[src/rtl/irq_ctrl_pkg.sv]
package irq_ctrl_pkg;
  parameter int NUM_SRC    = 6;
  parameter int DATA_W     = 8;
  parameter int MODE_BIT   = 7;
  parameter int FIFO_DEPTH = 64;
  parameter int WL_W       = 6;
  localparam int LVL_W     = $clog2(FIFO_DEPTH + 1);

  localparam int B_TIMER = 5;
  localparam int B_TX    = 4;
  localparam int B_RX    = 3;
  localparam int B_IDLE  = 2;
  localparam int B_HI    = 1;
  localparam int B_LO    = 0;

  typedef enum logic {
    SEL_REQ = 1'b0,
    SEL_EN  = 1'b1
  } reg_sel_e;
endpackage

[src/rtl/irq_setclr_reg.sv]
module irq_setclr_reg #(
  parameter int W = 6
) (
  input  logic         clk,
  input  logic         rst_n,
  input  logic         wr_en,
  input  logic         set_mode,
  input  logic [W-1:0] wr_mask,
  input  logic [W-1:0] hw_set,
  output logic [W-1:0] q
);
  logic [W-1:0] q_r;
  logic [W-1:0] q_nxt;
  logic [W-1:0] host_val;

  always_comb begin
    host_val = q_r;
    if (wr_en) begin
      if (set_mode) host_val = q_r | wr_mask;
      else          host_val = q_r & ~wr_mask;
    end
    // hardware set overrides a concurrent host clear
    q_nxt = host_val | hw_set;
  end

  always_ff @(posedge clk or negedge rst_n) begin
    if (!rst_n) q_r <= '0;
    else        q_r <= q_nxt;
  end

  assign q = q_r;
endmodule

[src/rtl/irq_fifo_alert.sv]
module irq_fifo_alert #(
  parameter int DEPTH = 64,
  parameter int LVL_W = 7,
  parameter int WL_W  = 6
) (
  input  logic [LVL_W-1:0] fifo_level,
  input  logic [WL_W-1:0]  water_level,
  output logic             hi_alert,
  output logic             lo_alert
);
  localparam int CMP_W = LVL_W + 1;
  logic [CMP_W-1:0] lvl_ext;
  logic [CMP_W-1:0] wl_ext;
  logic [CMP_W-1:0] hi_thr;

  always_comb begin
    lvl_ext  = CMP_W'(fifo_level);
    wl_ext   = CMP_W'(water_level);
    hi_thr   = CMP_W'(DEPTH) - wl_ext;
    hi_alert = (lvl_ext >= hi_thr);
    lo_alert = (lvl_ext <= wl_ext);
  end
endmodule

[src/rtl/irq_combine.sv]
module irq_combine #(
  parameter int W = 6
) (
  input  logic         clk,
  input  logic         rst_n,
  input  logic [W-1:0] req,
  input  logic [W-1:0] en,
  output logic         irq
);
  logic irq_r;
  logic irq_nxt;

  always_comb irq_nxt = |(req & en);

  always_ff @(posedge clk or negedge rst_n) begin
    if (!rst_n) irq_r <= 1'b0;
    else        irq_r <= irq_nxt;
  end

  assign irq = irq_r;
endmodule

[src/rtl/irq_ctrl.sv]
module irq_ctrl
  import irq_ctrl_pkg::*;
(
  input  logic              clk,
  input  logic              rst_n,
  input  logic              host_wr,
  input  logic              host_sel,
  input  logic [DATA_W-1:0] host_wdata,
  input  logic              host_rsel,
  output logic [DATA_W-1:0] host_rdata,
  input  logic              ev_timer_zero,
  input  logic              ev_tx_done,
  input  logic              ev_rx_done,
  input  logic              ev_cmd_idle,
  input  logic [LVL_W-1:0]  fifo_level,
  input  logic [WL_W-1:0]   water_level,
  output logic              irq_o
);
  logic [NUM_SRC-1:0] req_q;
  logic [NUM_SRC-1:0] en_q;
  logic [NUM_SRC-1:0] hw_evt;
  logic [NUM_SRC-1:0] wr_mask;
  logic               set_mode;
  logic               req_wr;
  logic               en_wr;
  logic               hi_alert;
  logic               lo_alert;

  irq_fifo_alert #(
    .DEPTH(FIFO_DEPTH), .LVL_W(LVL_W), .WL_W(WL_W)
  ) u_alert (
    .fifo_level (fifo_level),
    .water_level(water_level),
    .hi_alert   (hi_alert),
    .lo_alert   (lo_alert)
  );

  always_comb begin
    hw_evt          = '0;
    hw_evt[B_TIMER] = ev_timer_zero;
    hw_evt[B_TX]    = ev_tx_done;
    hw_evt[B_RX]    = ev_rx_done;
    hw_evt[B_IDLE]  = ev_cmd_idle;
    hw_evt[B_HI]    = hi_alert;
    hw_evt[B_LO]    = lo_alert;
    wr_mask  = host_wdata[NUM_SRC-1:0];
    set_mode = host_wdata[MODE_BIT];
    req_wr   = host_wr && (reg_sel_e'(host_sel) == SEL_REQ);
    en_wr    = host_wr && (reg_sel_e'(host_sel) == SEL_EN);
  end

  irq_setclr_reg #(.W(NUM_SRC)) u_req (
    .clk     (clk),
    .rst_n   (rst_n),
    .wr_en   (req_wr),
    .set_mode(set_mode),
    .wr_mask (wr_mask),
    .hw_set  (hw_evt),
    .q       (req_q)
  );

  irq_setclr_reg #(.W(NUM_SRC)) u_en (
    .clk     (clk),
    .rst_n   (rst_n),
    .wr_en   (en_wr),
    .set_mode(set_mode),
    .wr_mask (wr_mask),
    .hw_set  ({NUM_SRC{1'b0}}),
    .q       (en_q)
  );

  irq_combine #(.W(NUM_SRC)) u_comb (
    .clk  (clk),
    .rst_n(rst_n),
    .req  (req_q),
    .en   (en_q),
    .irq  (irq_o)
  );

  always_comb begin
    host_rdata = '0;
    if (reg_sel_e'(host_rsel) == SEL_EN) host_rdata[NUM_SRC-1:0] = en_q;
    else                                 host_rdata[NUM_SRC-1:0] = req_q;
  end
endmodule

[config.mk]
export PLATFORM = sky130hd
export DESIGN_NAME = irq_ctrl
export DESIGN_NICKNAME = d
export VERILOG_FILES = /design/src/rtl/irq_ctrl_pkg.sv /design/src/rtl/irq_setclr_reg.sv /design/src/rtl/irq_fifo_alert.sv /design/src/rtl/irq_combine.sv /design/src/rtl/irq_ctrl.sv
export SDC_FILE = /design/constraint.sdc
export NUM_CORES = 1
export LEC_CHECK = 0
export BUFFER_PORTS_ARGS = -buffer_cell sky130_fd_sc_hd__buf_2
export CAP_MARGIN = 20
export CORE_MARGIN = 1.5
export CORE_UTILIZATION = 38
export DETAILED_ROUTE_END_ITERATION = 7
export PLACE_DENSITY_LB_ADDON = 0.1
export SLEW_MARGIN = 20
export SYNTH_ARGS = -nofsm -noshare
export SYNTH_HDL_FRONTEND = slang
export SYNTH_SLANG_ARGS = --single-unit
[constraint.sdc]
create_clock -name clk -period 0.8 [get_ports clk]
set_input_delay 0.08 -clock clk [delete_from_list [all_inputs] [get_ports clk]]
set_output_delay 0.08 -clock clk [all_outputs]
set_load 0.03 [all_outputs]
==> run_results.csv <==
group,metric,value,unit
status,status,"complete, but fails checks",
status,violations,"negative setup slack",
synth,syn_area,1030,um^2
drt,wl_per_cell,13.8,um
die,initial_utilization,40.7,%
die,fp.dieArea,3020,um^2
timing,min_period,1.22,ns
timing,fin_skew,0.000588,ns
place,io_buffers,35,
setup_path,setup.worst_path.end_class,"register",
die,die_w,55.0,um
cts,cts_inserted_buffers,3,
finish,antenna_cells,0,
finish,nets,217,
timing,finalCritPeriodShare,153,%
drt,via_per_inst,4.99,
synth,ys.flop_type,"dfrtp_1",
cts,h-tree-depth,1,
global_routing,grt_max_degree,14,
run,maxCapViolCount,0,
cts,cts_tree,"built",
synth,synthArstFlopShare,100,%
drt,vias,1012,
place,dp_slack,-0.807,ns
die,std_cell_rows,18,
finish,fillCellCount,191,
place,gp_congestion,0.725,
timing,max_clock_freq,817,MHz
setup_path,cp.arrival,1.37,ns
synth,synth_cell_types,31,
place,post-dp-hpwl,2040,um
cts,clockRootBuffer,"clkbuf_4",
finish,final_layout_size_suffix_gt1_share,66.5,%
setup_path,cp.required,0.95,ns
cts,clk_latency,0.27,ns
finish,regArea,325,um^2
pwr,p_per_area,1330,nW/um^2
die,core_region_area,2520,um^2
timing,grt_setup_unrepaired,"true",
global_routing,grt_pass1_wl,4220,um
timing,maxSlewViolCount,0,
cts,cts_sinks,13,
drt,drt_first_iter_violations,4,
drt,drc,0,
timing,setup_viol,20,
drt,routed_wl,2810,um
global_routing,overflow,0,
timing,timing.final.ws_setup,-0.425,ns
synth,ys_ff_latch,13,
cts,postCtsHoldBufs,1,
synth,synth_edf_count,0,
synth,syn_inst,103,
synth,yosysSeqAreaShare,31.7,%
synth,ys_warn_count,0,
drt,drtPass1Iterations,2,
pwr,p_leak,0.895,nW
global_routing,antenna_found_initial,0,
setup_path,critical_path.max_fanout,2,
timing,tns,-4.61,ns
synth,avgSynthCellArea,9.97,um^2
drt,antenna_left,0,
setup_path,start_kind,"primary input",
die,io_pins,39,
global_routing,grt_pass1_vias,998,
finish,multi_input_area,831,um^2
setup_path,worst-setup-path-type,"in -> reg",
min_path,worstHoldPathType,"in -> reg",
pwr,vdd_ir_drop_max,1350,uV
cts,ctsLongestPathBuffers,2,
finish,area_delta_synth_final,77.6,%
timing,hold_viol,0,
global_routing,gr-usage-all-layers,19.5,%
die,dieHeight,55.0,um
cts,clkSlewWorstSetupHoldPaths,0.08,ns
## routing by layer
layer,track usage (%),vias up,wire (um)
li1,-,511,-
met1,23.0,476,1180
met2,36.1,23,1520
met3,4.30,2,100
met4,3.66,0,12
met5,0,-,0
## metrics by stage
step	cells	utilization (%)	power (mW)	area (um^2)	hold WS, ns
after floorplan	104	-	1.33	1140	-0.216
after global placement	184	58.1	1.62	1470	-0.0142
after detailed placement	184	58.1	1.65	1470	-0.0182
after CTS	199	69.2	2.35	1750	0.00625
after global routing	203	72.3	2.58	1820	-0.0117
final	203	72.3	2.42	1820	0.00305
## worst max-delay path, cell delays in order
cell and delay (ns):
buf_8 0.09, inv_4 0.04, ha_4 0.15, xor2_1 0.16
ha_1 0.29, a31o_2 0.22, a211oi_2 0.22, o211ai_1 0.13
## final timing paths
path / cells past startpoint / to / slack, ns / from
min: 2 / u_req.q[3] / 0.003 / ev_rx_done
max: 8 / u_req.q[1] / -0.42 / water_level[1]
max in group asynchronous: 2 / async pin / 0.37 / rst_n
min in group asynchronous: 2 / async pin / 0.21 / rst_n
max reg2reg: 3 / u_req.q[3] / -0.28 / u_req.q[3]
min reg2reg: 2 / u_comb.irq / 0.58 / u_req.q[4]
## repair_timing
item / CTS / global route
buffers inserted: 11 / 7
hold endpoints to repair: 13 / 3
pin swaps: 13 / 11
setup endpoints to repair: 15 / 20
gates resized for setup: 44 / 19
## synthesized netlist by cell type, types with 2 or more instances
library cell | number | area share [%]
buf_4 | 2 | 1.5
mux2_2 | 12 | 13
buf_2 | 2 | 0.97
dfrtp_1 | 13 | 32
nand2_1 | 9 | 3.3
xnor2_1 | 3 | 2.6
nand3_1 | 4 | 1.9
a21oi_1 | 3 | 1.5
a21boi_0 | 4 | 2.9
nor2b_1 | 3 | 1.8
clkbuf_1 | 2 | 0.73
mux2i_1 | 2 | 1.9
inv_1 | 8 | 2.9
ha_1 | 13 | 16
a22oi_1 | 3 | 2.2
o211ai_1 | 2 | 1.5
a311o_1 | 4 | 3.9
## area by class of cell
| class | count | share of cell area, % |
|---|---|---|
| multi-input combinational | 77 | 45.5 |
| inverter | 8 | 2.06 |
| clock buffer | 4 | 1.44 |
| sequential | 13 | 17.8 |
| tap | 30 | 2.06 |
| timing repair buffer | 71 | 31.1 |
## kinds of logic (layout without fill, tap and decap cells)
group                    after synthesis  after routing  synth area share, %
adder cells (fa/ha/maj)               13             13                 15.8
multiplexers                          14             14                 15.1
XOR/XNOR                               4              4                 3.41
AO/OA/AOI/OAI                         21             21                 16.1
buffers and inverters                 14             83                 6.09
other                                  1              2                0.365
AND/OR/NAND/NOR                       23             23                 11.5
flip-flops                            13             13                 31.7
## power by group
group	leakage (nW)	switching (mW)	total, mW	internal, mW
clock	0.0150	0.212	0.405	0.193
combinational	0.744	0.498	1.22	0.719
sequential	0.136	0.0611	0.796	0.734
total	0.895	0.772	2.42	1.65
## cells in the final DEF (no fill, tap or decap), types with 2 or more instances in the layout
cell,instances
buf_6,19
ha_1,8
inv_1,3
buf_2,25
inv_4,3
nor2b_1,2
ha_4,5
a21oi_2,2
mux2_4,12
a21boi_1,2
mux2i_1,2
xnor2_1,2
inv_2,2
nand2_2,6
o211ai_1,2
dfrtp_1,13
clkbuf_4,3
nand2_1,3
a21boi_2,2
buf_8,3
a311o_1,4
a22oi_2,3
a21oi_1,2
nand3_1,3
conb_1,2
buf_4,23
No activity file was read; power rests on OpenSTA's default activity.
